### src/rtl/ptw_pkg.sv
package ptw_pkg;
    localparam int ADDR_W     = 32;
    localparam int PAGE_SHIFT = 12;
    localparam int BIG_SHIFT  = 22;
    localparam int A20_BIT    = 20;
    localparam int IDX_W      = BIG_SHIFT - PAGE_SHIFT;

    // entry bit positions
    localparam int P_BIT  = 0;
    localparam int RW_BIT = 1;
    localparam int US_BIT = 2;
    localparam int A_BIT  = 5;
    localparam int D_BIT  = 6;
    localparam int PS_BIT = 7;

    localparam logic [ADDR_W-1:0] OFS_MASK = ADDR_W'((1 << PAGE_SHIFT) - 1);
    localparam logic [ADDR_W-1:0] IDX_MASK = ADDR_W'(((1 << IDX_W) - 1) << 2);

    typedef enum logic [2:0] {
        S_IDLE, S_RD_DIR, S_EV_DIR, S_WB_DIR,
        S_RD_TBL, S_EV_TBL, S_WB_TBL, S_FIN
    } walk_state_t;

    typedef struct packed {
        logic              fault;
        logic [2:0]        err;
        logic [ADDR_W-1:0] phys;
        logic              rd;
        logic              wr;
        logic              ex;
        logic              big;
    } walk_result_t;

    function automatic logic [ADDR_W-1:0] a20_mask(input logic gate);
        logic [ADDR_W-1:0] m;
        m = '1;
        m[A20_BIT] = gate;
        return m;
    endfunction

    function automatic logic [ADDR_W-1:0] dir_entry_addr(
        input logic [ADDR_W-1:0] base, input logic [ADDR_W-1:0] lin,
        input logic [ADDR_W-1:0] mask);
        return ((base & ~OFS_MASK) + ((lin >> (BIG_SHIFT - 2)) & IDX_MASK)) & mask;
    endfunction

    function automatic logic [ADDR_W-1:0] tbl_entry_addr(
        input logic [ADDR_W-1:0] dent, input logic [ADDR_W-1:0] lin,
        input logic [ADDR_W-1:0] mask);
        return ((dent & ~OFS_MASK) + ((lin >> (PAGE_SHIFT - 2)) & IDX_MASK)) & mask;
    endfunction
endpackage

### src/rtl/ptw_perm.sv
module ptw_perm (
    input  logic rw_ok,
    input  logic us_ok,
    input  logic acc_user,
    input  logic acc_write,
    input  logic wp,
    input  logic dirty_after,
    output logic violate,
    output logic grant_w
);
    always_comb begin
        if (acc_user) begin
            violate = !us_ok || (acc_write && !rw_ok);
            grant_w = dirty_after && rw_ok;
        end else begin
            violate = wp && acc_write && !rw_ok;
            grant_w = dirty_after && (!wp || rw_ok);
        end
    end
endmodule

### src/rtl/ptw_upd.sv
module ptw_upd
    import ptw_pkg::*;
(
    input  logic [ADDR_W-1:0] entry,
    input  logic              acc_write,
    input  logic              is_leaf,
    output logic [ADDR_W-1:0] new_entry,
    output logic              need_wb,
    output logic              dirty_after
);
    logic set_d;

    always_comb begin
        set_d              = is_leaf && acc_write && !entry[D_BIT];
        new_entry          = entry;
        new_entry[A_BIT]   = 1'b1;
        if (set_d) new_entry[D_BIT] = 1'b1;
        need_wb            = !entry[A_BIT] || set_d;
        dirty_after        = entry[D_BIT] || set_d;
    end
endmodule

### src/rtl/ptw_walker.sv
module ptw_walker
    import ptw_pkg::*;
(
    input  logic              clk,
    input  logic              rst,
    input  logic              start,
    input  logic [ADDR_W-1:0] lin_addr,
    input  logic              acc_write,
    input  logic              acc_user,
    input  logic              pg_on,
    input  logic              wp_on,
    input  logic              pse_on,
    input  logic              a20_gate,
    input  logic [ADDR_W-1:0] dir_base,
    output logic              mem_req,
    output logic              mem_we,
    output logic [ADDR_W-1:0] mem_addr,
    output logic [ADDR_W-1:0] mem_wdata,
    input  logic              mem_valid,
    input  logic [ADDR_W-1:0] mem_rdata,
    output logic              done,
    output logic              fault,
    output logic [2:0]        err_code,
    output logic [ADDR_W-1:0] fault_addr,
    output logic [ADDR_W-1:0] phys_addr,
    output logic              can_read,
    output logic              can_write,
    output logic              can_exec,
    output logic              big_page
);
    walk_state_t       st;
    logic [ADDR_W-1:0] lin_q, mask_q, dent_q, tent_q, cr2_q;
    logic [ADDR_W-1:0] maddr_q, wdata_q;
    logic              wr_q, us_q, wp_q, pse_q, req_q, we_q;
    walk_result_t      res_q;

    logic              at_tbl, big, is_leaf, rw_eff, us_eff;
    logic              need_wb, dirty_after, violate, grant_w;
    logic [ADDR_W-1:0] cur, new_entry, tbl_addr, leaf_phys;
    walk_result_t      leaf_res;

    assign at_tbl   = (st == S_EV_TBL);
    assign big      = dent_q[PS_BIT] && pse_q;
    assign is_leaf  = at_tbl || big;
    assign cur      = at_tbl ? tent_q : dent_q;
    assign rw_eff   = at_tbl ? (dent_q[RW_BIT] && tent_q[RW_BIT]) : dent_q[RW_BIT];
    assign us_eff   = at_tbl ? (dent_q[US_BIT] && tent_q[US_BIT]) : dent_q[US_BIT];
    assign tbl_addr = tbl_entry_addr(dent_q, lin_q, mask_q);
    assign leaf_phys = big ? {dent_q[ADDR_W-1:BIG_SHIFT], lin_q[BIG_SHIFT-1:0]}
                           : ({tent_q[ADDR_W-1:PAGE_SHIFT], lin_q[PAGE_SHIFT-1:0]} & mask_q);
    assign leaf_res = '{fault: 1'b0, err: 3'b000, phys: leaf_phys,
                        rd: 1'b1, wr: grant_w, ex: 1'b1, big: big};

    ptw_upd u_upd (
        .entry(cur), .acc_write(wr_q), .is_leaf(is_leaf),
        .new_entry(new_entry), .need_wb(need_wb), .dirty_after(dirty_after)
    );

    ptw_perm u_perm (
        .rw_ok(rw_eff), .us_ok(us_eff), .acc_user(us_q), .acc_write(wr_q),
        .wp(wp_q), .dirty_after(dirty_after), .violate(violate), .grant_w(grant_w)
    );

    always_ff @(posedge clk) begin
        if (rst) begin
            st      <= S_IDLE;
            lin_q   <= '0;  mask_q <= '1;  dent_q <= '0;  tent_q <= '0;
            cr2_q   <= '0;  maddr_q <= '0; wdata_q <= '0;
            wr_q    <= 1'b0; us_q <= 1'b0; wp_q <= 1'b0; pse_q <= 1'b0;
            req_q   <= 1'b0; we_q <= 1'b0;
            res_q   <= '0;
        end else begin
            case (st)
                S_IDLE: if (start) begin
                    lin_q  <= lin_addr;  wr_q <= acc_write; us_q <= acc_user;
                    wp_q   <= wp_on;     pse_q <= pse_on;
                    mask_q <= a20_mask(a20_gate);
                    if (!pg_on) begin
                        res_q <= '{fault: 1'b0, err: 3'b000,
                                   phys: lin_addr & a20_mask(a20_gate),
                                   rd: 1'b1, wr: 1'b1, ex: 1'b1, big: 1'b0};
                        st    <= S_FIN;
                    end else begin
                        req_q   <= 1'b1;
                        we_q    <= 1'b0;
                        maddr_q <= dir_entry_addr(dir_base, lin_addr, a20_mask(a20_gate));
                        st      <= S_RD_DIR;
                    end
                end
                S_RD_DIR: if (mem_valid) begin
                    dent_q <= mem_rdata;
                    req_q  <= 1'b0;
                    st     <= S_EV_DIR;
                end
                S_EV_DIR: begin
                    if (!dent_q[P_BIT] || (big && violate)) begin
                        res_q.fault <= 1'b1;
                        res_q.err   <= {us_q, wr_q, dent_q[P_BIT]};
                        cr2_q       <= lin_q;
                        st          <= S_FIN;
                    end else if (need_wb) begin
                        if (big) res_q <= leaf_res;
                        req_q   <= 1'b1;
                        we_q    <= 1'b1;
                        wdata_q <= new_entry;
                        st      <= S_WB_DIR;
                    end else if (big) begin
                        res_q <= leaf_res;
                        st    <= S_FIN;
                    end else begin
                        req_q   <= 1'b1;
                        we_q    <= 1'b0;
                        maddr_q <= tbl_addr;
                        st      <= S_RD_TBL;
                    end
                end
                S_WB_DIR: if (mem_valid) begin
                    we_q <= 1'b0;
                    if (big) begin
                        req_q <= 1'b0;
                        st    <= S_FIN;
                    end else begin
                        maddr_q <= tbl_addr;
                        st      <= S_RD_TBL;
                    end
                end
                S_RD_TBL: if (mem_valid) begin
                    tent_q <= mem_rdata;
                    req_q  <= 1'b0;
                    st     <= S_EV_TBL;
                end
                S_EV_TBL: begin
                    if (!tent_q[P_BIT] || violate) begin
                        res_q.fault <= 1'b1;
                        res_q.err   <= {us_q, wr_q, tent_q[P_BIT]};
                        cr2_q       <= lin_q;
                        st          <= S_FIN;
                    end else begin
                        res_q <= leaf_res;
                        if (need_wb) begin
                            req_q   <= 1'b1;
                            we_q    <= 1'b1;
                            wdata_q <= new_entry;
                            st      <= S_WB_TBL;
                        end else begin
                            st <= S_FIN;
                        end
                    end
                end
                S_WB_TBL: if (mem_valid) begin
                    req_q <= 1'b0;
                    we_q  <= 1'b0;
                    st    <= S_FIN;
                end
                S_FIN:   st <= S_IDLE;
                default: st <= S_IDLE;
            endcase
        end
    end

    assign mem_req    = req_q;
    assign mem_we     = we_q;
    assign mem_addr   = maddr_q;
    assign mem_wdata  = wdata_q;
    assign done       = (st == S_FIN);
    assign fault      = res_q.fault;
    assign err_code   = res_q.err;
    assign fault_addr = cr2_q;
    assign phys_addr  = res_q.phys;
    assign can_read   = res_q.rd;
    assign can_write  = res_q.wr;
    assign can_exec   = res_q.ex;
    assign big_page   = res_q.big;

    // a pending request keeps its address, direction and data
    a_r11_req_hold: assert property (@(posedge clk) disable iff (rst)
        mem_req && !mem_valid |=> mem_req && $stable(mem_addr) && $stable(mem_we) && $stable(mem_wdata));

    // completion lasts a single cycle
    a_r12_done_pulse: assert property (@(posedge clk) disable iff (rst)
        done |=> !done);

    // a new fault only appears together with completion
    a_r7_fault_at_done: assert property (@(posedge clk) disable iff (rst)
        $rose(fault) |-> done);

    // the fault address changes only on a faulting completion
    a_r7_cr2_only_on_fault: assert property (@(posedge clk) disable iff (rst)
        !$stable(fault_addr) |-> done && fault);

    // every table access respects the A20 gate
    a_r2_a20_masked: assert property (@(posedge clk) disable iff (rst)
        mem_req && !mask_q[A20_BIT] |-> !mem_addr[A20_BIT]);

    // every write-back carries a set accessed bit
    a_r9_wb_accessed: assert property (@(posedge clk) disable iff (rst)
        mem_req && mem_we |-> mem_wdata[A_BIT]);
endmodule

### config.mk
export PLATFORM = sky130hd
export DESIGN_NAME = ptw_walker
export DESIGN_NICKNAME = d
export VERILOG_FILES = /design/src/rtl/ptw_pkg.sv /design/src/rtl/ptw_perm.sv /design/src/rtl/ptw_upd.sv /design/src/rtl/ptw_walker.sv
export SDC_FILE = /design/constraint.sdc
export NUM_CORES = 1
export LEC_CHECK = 0
export BUFFER_PORTS_ARGS = -buffer_cell sky130_fd_sc_hd__buf_2
export CAP_MARGIN = 20
export CORE_ASPECT_RATIO = 0.75
export CORE_MARGIN = 2
export CORE_UTILIZATION = 48
export DETAILED_ROUTE_END_ITERATION = 10
export GPL_TIMING_DRIVEN = 0
export PLACE_DENSITY = 0.75
export SYNTH_ARGS = -nofsm -noshare
export SYNTH_HDL_FRONTEND = slang
export SYNTH_SLANG_ARGS = --single-unit
### constraint.sdc
create_clock -name clk -period 1.9 [get_ports clk]
set_input_delay 0.19 -clock clk [delete_from_list [all_inputs] [get_ports clk]]
set_output_delay 0.19 -clock clk [all_outputs]
set_load 0.02 [all_outputs]
* Word-level counts from Yosys, hierarchy flattened
Cells that the tools add are included.
** Cells by class
- $add $sub $neg :: 2
- Eq/ne operators :: 26
- Mux-type cells :: 58
- Bitwise logic cells :: 4
- Reduce and logical (&&, ||, !) cells :: 44
** Operators by type and width (count)
- $mux 32 :: 13
- $and 32x32->32 :: 4
- $pmux 32 s2 :: 2
- $mux 40 :: 3
- $pmux 40 s3 :: 1
- $pmux 32 s3 :: 1
- $mux 36 :: 2
- $add 32x12->32 :: 2
- $mux 3 :: 9
- $ne 2x2->1 const B :: 13
- $pmux 3 s8 :: 1
- $mux 1 :: 21
- $eq 3x3->1 const B :: 4
- $reduce_and 6->1 :: 2
- $logic_and 1x1->1 :: 11
- $reduce_and 10->1 :: 1
- $mux 4 :: 2
- $ne 2x1->1 const B :: 4
- $reduce_and 8->1 :: 1
- $logic_not 1->1 :: 7
- $logic_or 1x1->1 :: 7
- $eq 3x2->1 const B :: 2
- $ne 3x3->1 const B :: 2
- $reduce_and 2->1 :: 3
- other kinds (14) :: 16
** Word-level totals
- Flip-flop bits (word level) :: 242
- Bits of input ports :: 106
- Logic and storage cells :: 155

* Longest topological paths before layout
Gate-level depths: netlist of the first run.
- Depth in word-level cells :: 10
- Mapped depth :: 11

* By module
From an unflattened synthesis of the first run, not the netlist that was laid out.
** Second synthesis, totals
- Cell total of the unflattened synthesis :: 1329
- Area total of the unflattened synthesis :: 10139.7 um^2
** Modules (own cells, without submodules)
- ptw_walker :: instances 1, cells an instance 1288, area each 9841.9 um^2, sequential area each 4784.6 um^2
- ptw_upd :: instances 1, cells an instance 36, area each 262.8 um^2, sequential area each 0.0 um^2
- ptw_perm :: instances 1, cells an instance 5, area each 35.0 um^2, sequential area each 0.0 um^2

* Worst setup path before layout of the first run
OpenSTA, ideal clock, no wires.
- Path kind :: register to register
- From :: reg st[0]
- To :: reg we_q, in the netlist mem_we
- Library setup time :: 0.064 ns
- Arrival time :: 1.944 ns
- Required time :: 1.836 ns
- Path slack :: -0.108 ns
- Cell stages (with the launch flop) :: 11
- Path buffers :: 3
- Clock period less this slack :: 2.008 ns
- Cells stage by stage :: dfxtp_1 > buf_6 > clkbuf_1 > buf_1 > inv_1 > ha_1 > mux2i_1 > a21o_1 > a211oi_1 > a41o_1 > nor2_1
** On the way
- Word-level cells in the longest chain between the ends :: 10
- Elaborated cells on any way between the ends :: 36
** RTL lines
- start, declared :: RTL line ptw_walker.sv:31 : walk_state_t st;
- start signal, assigned :: RTL line ptw_walker.sv:66 : st <= S_IDLE;
- start signal, assigned :: RTL line ptw_walker.sv:82 : st <= S_FIN;
- start signal, assigned :: RTL line ptw_walker.sv:87 : st <= S_RD_DIR;
- $eq 3x3->1 :: RTL line ptw_walker.sv:42, ptw_walker.sv:73
- $mux 1 :: RTL line ptw_walker.sv:46 : assign rw_eff = at_tbl ? (dent_q[RW_BIT] && tent_q[RW_BIT]) : dent_q[RW_BIT];
- $logic_not 1->1 :: RTL line ptw_perm.sv:13, ptw_perm.sv:16
- $logic_and 1x1->1 :: RTL line ptw_perm.sv:13 : violate = !us_ok || (acc_write && !rw_ok);
- $logic_or 1x1->1 :: RTL line ptw_perm.sv:13
- $mux 1 :: RTL line ptw_perm.sv:12 : if (acc_user) begin
- $logic_and 1x1->1 :: RTL line ptw_walker.sv:96 : if (!dent_q[P_BIT] || (big && violate)) begin
- $logic_or 1x1->1 :: RTL line ptw_walker.sv:96
- $ne 2x2->1 (no source line)
- $reduce_and 8->1 (no source line)
- end signal, assigned :: RTL line ptw_walker.sv:104 : we_q <= 1'b1;
- end signal, assigned :: RTL line ptw_walker.sv:112 : we_q <= 1'b0;
- end signal, assigned :: RTL line ptw_walker.sv:118 : we_q <= 1'b0;
- end, declared :: RTL line ptw_walker.sv:34 : logic wr_q, us_q, wp_q, pse_q, req_q, we_q;
Parallel ways exist; a longest one is shown, timed or not. The select of a mux whose other input is x is not followed.
A chain may end at the register's enable or synchronous reset.

* Final worst setup path of the first run
- From :: reg st[1]
- To :: reg maddr_q[3], in the netlist mem_addr[3]
** On the way
- Word-level cells in the longest chain between the ends :: 10
- Elaborated cells on any way between the ends :: 29
** RTL lines
- $eq 3x3->1 :: RTL line ptw_walker.sv:42 : assign at_tbl = (st == S_EV_TBL);
- $mux 1 :: RTL line ptw_walker.sv:46
- $logic_not 1->1 :: RTL line ptw_perm.sv:13, ptw_perm.sv:16
- $logic_and 1x1->1 :: RTL line ptw_perm.sv:13
- $logic_or 1x1->1 :: RTL line ptw_perm.sv:13
- $mux 1 :: RTL line ptw_perm.sv:12
- $logic_and 1x1->1 :: RTL line ptw_walker.sv:96
- $logic_or 1x1->1 :: RTL line ptw_walker.sv:96
- $ne 2x2->1 (no source line)
- $reduce_and 6->1 (no source line)
- end signal, assigned :: RTL line ptw_walker.sv:86 : maddr_q <= dir_entry_addr(dir_base, lin_addr, a20_mask(a20_gate));
- end signal, assigned :: RTL line ptw_walker.sv:113 : maddr_q <= tbl_addr;
- end signal, assigned :: RTL line ptw_walker.sv:123 : maddr_q <= tbl_addr;
- end, declared :: RTL line ptw_walker.sv:33 : logic [ADDR_W-1:0] maddr_q, wdata_q;
Parallel ways exist; a longest one is shown, timed or not.

==> results.toml, run 1 <==
[clock_network]
cts_max_level = 1
numCtsBuffers = 25
clk_latency_ns = 0.52
cts_tree = "built"
clk_root_buffer_cell = "clkbuf_16"
cts.clk_slew.worst_paths_ns = 0.06
clockBufferDepth = 3
clock_sinks = 239

[synthesis]
yosys_warnings = 0
async_flop_share = 0
synth_area_um2 = 10000
synth_seq_area_share = 0.477
ys.flop_type = "dfxtp_1"
synth_edf_count = 0
synth_cells = 1204
netlist-cell-type-count = 56
syn_area_per_cell_um2 = 8.32
ys_ff_latch = 239

[placed_design]
dpl.hpwl_mm = 24.4
placed_area_um2 = 11600
pre_cts_ws_ns = -0.723
dpl.cell_count = 1716
portBuffers = 229
place.gp.congestion = 0.953

[global_route]
grt_pass1_vias = 9838
grt-ovfl-total = 0
grtUsageTotal = 0.318
grt_max_degree = 15
grt_first_pass_wirelength_mm = 54.8
antenna_found_initial = 0

[final_layout]
drive_above_1_share = 0.316
final_cell_count_no_fill = 1856
fillers = 1547
postLayoutCoreUtil = 0.703
ff_latch_area_um2 = 4790
antenna-diode-count = 0
fin_nets = 1664
multi_input_area_um2 = 5300
area_growth_pct = 42.9
final_cell_area_um2 = 14300

[timing]
finalSetupViolations = 133
slew_headroom = 0.419
slew_viol_final = 0
setup_ws_ns = -0.251
rsz0062_at_grt = "true"
hold_viol = 0
finalSetupTns_ns = -19.71
max_freq_ghz = 0.465
worst_pin_slew_ns = 0.872
finalCritPeriodShare = 1.13
skew_ns = 0.0128
min_period_ns = 2.15
hold-worst-slack_ns = 0.0255

[route]
route.detailed.drc = 0
vias = 10400
wl_per_cell_um = 19.7
antenna_left = 0
drt_pass1_iterations = 5
drt_wl_total_mm = 36.6
via_per_inst = 5.62
drt_iter0_markers = 853

[die]
die-height_um = 129
initial_core_util = 0.492
num_rows = 45
die-area_um2 = 22100
core-area_um2 = 20400
die_x_um = 171
ios = 245

[setup_path]
critPathKind = "flop to flop"
r2r_setup_slack_ns = -0.25
cp.required_ns = 2.27
critical_path.top_delay_family = "simple AND/OR/NAND/NOR gates"
crit_path_start_kind = "flop"
worst_path_max_delay_cell = "dfxtp_2"
cp-end-kind = "flop"
cp.arrival_ns = 2.52
worstPathCellList = "buf_6, and3b_1, buf_4, nand3_4, o21a_1, o21ai_4, and2_4, bufbuf_16, a211oi_2"
cp_num_buf_inv = 3
crit_fanout = 5
critPathMaxStageDelay_ns = 0.32

[run_status]
status = "complete, but fails checks"
violations = "negative setup slack"

[run]
maxCapViolCount = 0

[worst_hold_path]
hold_class = "primary input to flop"

[power]
p_total_mw = 24.3
p_per_area_nw_per_um2 = 1690
vdd_drop_max_mv = 0.869
power_leakage_nw = 5.95
==> placed cells by master (no fill, tap or decap), types with 3 or more instances in the layout <==
cell type      count
buf_8              6
a21oi_1          140
clkbuf_16         32
a21oi_2           22
nand2_1          300
buf_2            240
dfxtp_2            4
inv_1              3
nand3_1           21
a311oi_2          13
buf_16             3
o211ai_1          20
buf_6             12
nor2_2             9
buf_4             19
nor3_1             3
mux2i_1           88
nand2_4            3
clkbuf_1          37
buf_12            10
clkbuf_4           8
o21ai_0           10
a211oi_1          25
nor2_4             8
dlygate4sd3_1     68
clkinv_2           6
a31oi_1            4
nand2b_1           4
clkbuf_2          20
nor2_1            90
clkbuf_8           6
dfxtp_1          234
and2_4             3
a211oi_2          37
==> cells by family (layout without fill, tap and decap cells) <==
family | Yosys count | count (layout) | synth area share
buffers and inverters | 109 | 478 | 0.0494
adders and majority gates | 1 | 1 | 0.00125
and+or+nand+nor | 467 | 467 | 0.190
AOI/OAI and AO/OA | 296 | 296 | 0.191
xor gates and xnor gates | 1 | 1 | 0.000874
other | 1 | 2 | 0.000374
DFF | 239 | 239 | 0.477
muxes | 90 | 90 | 0.0899
==> layer usage <==
layer / routed length [um] / share of wire / global-route usage
met4: 1400 / 0.038 / 0.118
met2: 16000 / 0.44 / 0.500
met1: 15200 / 0.41 / 0.429
met3: 4010 / 0.11 / 0.0751
met5: 0 / 0 / 0
==> cells in the mapped netlist (4+ instances only) <==
master | number | area (um^2)
nand2_1 | 304 | 1140
dfxtp_1 | 239 | 4780
a21oi_1 | 162 | 811
nor2_1 | 107 | 402
mux2i_1 | 90 | 901
clkbuf_1 | 73 | 274
a211oi_1 | 62 | 465
nand3_1 | 22 | 110
o211ai_1 | 20 | 150
buf_2 | 15 | 75.1
a311oi_2 | 12 | 180
o21ai_0 | 12 | 60.1
buf_4 | 6 | 45.0
buf_6 | 6 | 67.6
nor3_1 | 5 | 25.0
a31oi_1 | 4 | 25.0
buf_1 | 4 | 15.0
inv_1 | 4 | 15.0
nand2b_1 | 4 | 25.0
or3_1 | 4 | 25.0
==> area by class of cell <==
class,instances,area share
clock buffer,33,0.0493
multi-input combinational,857,0.370
sequential,239,0.335
clock inverter,11,0.00804
timing repair buffer,328,0.157
inverter,5,0.00148
tap,282,0.0246
buffer,101,0.0558
==> path summary, 6_finish.rpt <==
kind,start,cells past startpoint,to
setup / recovery,st[1],9,mem_addr[3]
hold / removal,dir_base[25],3,mem_addr[25]
setup reg to reg,st[1],9,mem_addr[3]
hold reg to reg,tent_q[7],2,tent_q[7]
==> report_power, final <==
group / switching, mW / leakage (nW) / internal [mW]
logic: 6.80 / 3.60 / 5.00
registers: 1.14 / 1.95 / 6.41
clock network: 2.04 / 0.408 / 2.88
total: 9.98 / 5.95 / 14.3
==> sequential cells by signal, summed over array words and instances (netlist names), 3 cells and up <==
name,cells
fault_addr,32
mem_addr,30
mem_wdata,32
dent_q,32
err_code,3
st,3
phys_addr,32
tent_q,32
lin_q,32
==> worst register-to-register path, cell delays in order (launching register included) <==
cell       delay [ns]
dfxtp_2          0.32
buf_6            0.12
and3b_1          0.20
buf_4            0.14
nand3_4          0.10
o21a_1           0.17
o21ai_4          0.31
and2_4           0.30
bufbuf_16        0.29
a211oi_2         0.05
==> what timing repair did <==
action,in CTS,in global routing
setup buffers,16,6
hold buffers,68,0
setup endpoints to repair,235,225
hold endpoints to repair,112,0
gates resized for setup,184,81
pin swaps,21,19
gates cloned,7,4
(Power assumes the default switching activity.)
==> run 2, diff against run 1 <==
- SETUP_SLACK_MARGIN: default -> 0.1
==> results.toml, run 2 (synthesis results as in run 1) <==
[clock_network]
cts_max_level = 1
cts.clk_slew.worst_paths_ns = 0.06
numCtsBuffers = 24
clockBufferDepth = 3
cts_tree = "built"
clk_latency_ns = 0.52
clk_root_buffer_cell = "clkbuf_16"
clock_sinks = 239

[setup_path]
reg2regPathDepth = 9
cp.arrival_ns = 2.52
timing.rr.end = "phys_addr[25]"
r2r_start = "st[0]"
r2r_setup_slack_ns = -0.24
crit_fanout = 5
crit_start = "st[0]"
cp.required_ns = 2.28
cp-end-kind = "flop"
crit_path_start_kind = "flop"
critPathKind = "flop to flop"

[timing]
worst_pin_slew_ns = 0.893
min_period_ns = 2.14
rsz0062_at_grt = "true"
finalCritPeriodShare = 1.13
max_freq_ghz = 0.467
setup_ws_ns = -0.242
slew_headroom = 0.404
skew_ns = 0.0101
slew_viol_final = 0
finalSetupViolations = 133
hold_viol = 0
hold-worst-slack_ns = 0.0283

[route]
vias = 10700
route.detailed.drc = 0
drt_wl_total_mm = 38.4
antenna_left = 0
wl_per_cell_um = 20.5
drt_iter0_markers = 1021
drt_pass1_iterations = 6
via_per_inst = 5.72

[run]
maxCapViolCount = 0

[final_layout]
area_growth_pct = 47.1
antenna-diode-count = 0
fin_nets = 1677
fillers = 1478
postLayoutCoreUtil = 0.723
drive_above_1_share = 0.328
final_cell_count_no_fill = 1869
final_cell_mix = "nand2_1, buf_2, dfxtp_1, a21oi_1, nor2_1"
final_common_cell = "nand2_1"
final_cell_area_um2 = 14700

[global_route]
grt_pass1_vias = 9834
antenna_found_initial = 1
grtUsageTotal = 0.314
grt_max_degree = 15
grt-ovfl-total = 0
grt_first_pass_wirelength_mm = 54.1

[die]
core-area_um2 = 20400
num_rows = 45
die-area_um2 = 22100
ios = 245
initial_core_util = 0.492
die_x_um = 171
die-height_um = 129

[power]
power_leakage_nw = 6.12
vdd_drop_max_mv = 1.04
p_per_area_nw_per_um2 = 1740

[placed_design]
dpl.hpwl_mm = 24.6
portBuffers = 229
place.gp.congestion = 0.958
placed_area_um2 = 11600
pre_cts_ws_ns = -0.620
dpl.cell_count = 1716

[run_status]
status = "complete, but fails checks"
violations = "negative setup slack"

[worst_hold_path]
worstHoldEndpoint = "lin_q[31]"
whs_path_depth = 3
hold_class = "primary input to flop"
hold_start = "lin_addr[31]"
[run 2: how the worst max path moves through the flow]
stage	to	slack, ns	cells past startpoint
CTS	mem_wdata[8]	-0.17	9
detailed placement	mem_addr[31]	-0.62	7
global placement	mem_addr[4]	-0.63	7
floorplan	fault_addr[10]	-0.02	9
finish	phys_addr[25]	-0.24	9
global route	mem_wdata[20]	-0.33	9
[run 2: routing by layer]
metal  GRT usage  wire length (um)  up-vias
li1            -                 -     4889
met1       0.424             15700     5038
met2       0.477             16900      649
met3      0.0791              4120      123
met4       0.141              1720        0
met5           0                 0        -
[run 2: critical path: stages (launching register included)]
cell	delay [ns]
dfxtp_2	0.35
buf_4	0.16
nand3b_4	0.10
o31a_4	0.32
a31oi_4	0.23
and3b_2	0.31
buf_12	0.17
clkbuf_16	0.16
o211ai_1	0.10
a21oi_1	0.09
[run 2: power breakdown]
part,switching [mW],total [mW],internal (mW)
clock,2.04,5.18,3.14
sequential,1.21,7.62,6.41
combinational,7.28,12.8,5.53
total,10.5,25.6,15.1
[run 2: stage by stage]
| stage | TNS, ns | total power, mW |
|---|---|---|
| final | -23.63 | 25.6 |
| after global routing | -31.50 | 26.6 |
| after CTS | -12.79 | 23.3 |
| after detailed placement | -88.58 | 16.3 |
| after global placement | -90.05 | 16.2 |
| after floorplan | -0.462 | 13.4 |
[run 2: timing repair]
| action | CTS | global route |
|---|---|---|
| gates resized for setup | 191 | 118 |
| pin swaps | 29 | 69 |
| hold endpoints to repair | 109 | 0 |
| hold buffers | 66 | 0 |
| setup endpoints to repair | 240 | 206 |
| cloned | 6 | 8 |
| setup buffers | 16 | 17 |
[run 2: final cells by class]
type,instances,area [um^2],share of cell area
Multi-Input combinational cell,857,5470,0.371
Sequential cell,239,4800,0.325
Timing Repair Buffer,342,2430,0.165
Buffer,101,816,0.0553
Clock buffer,35,713,0.0484
Tap cell,282,353,0.0239
Clock inverter,8,143,0.00967
Inverter,5,23.8,0.00161
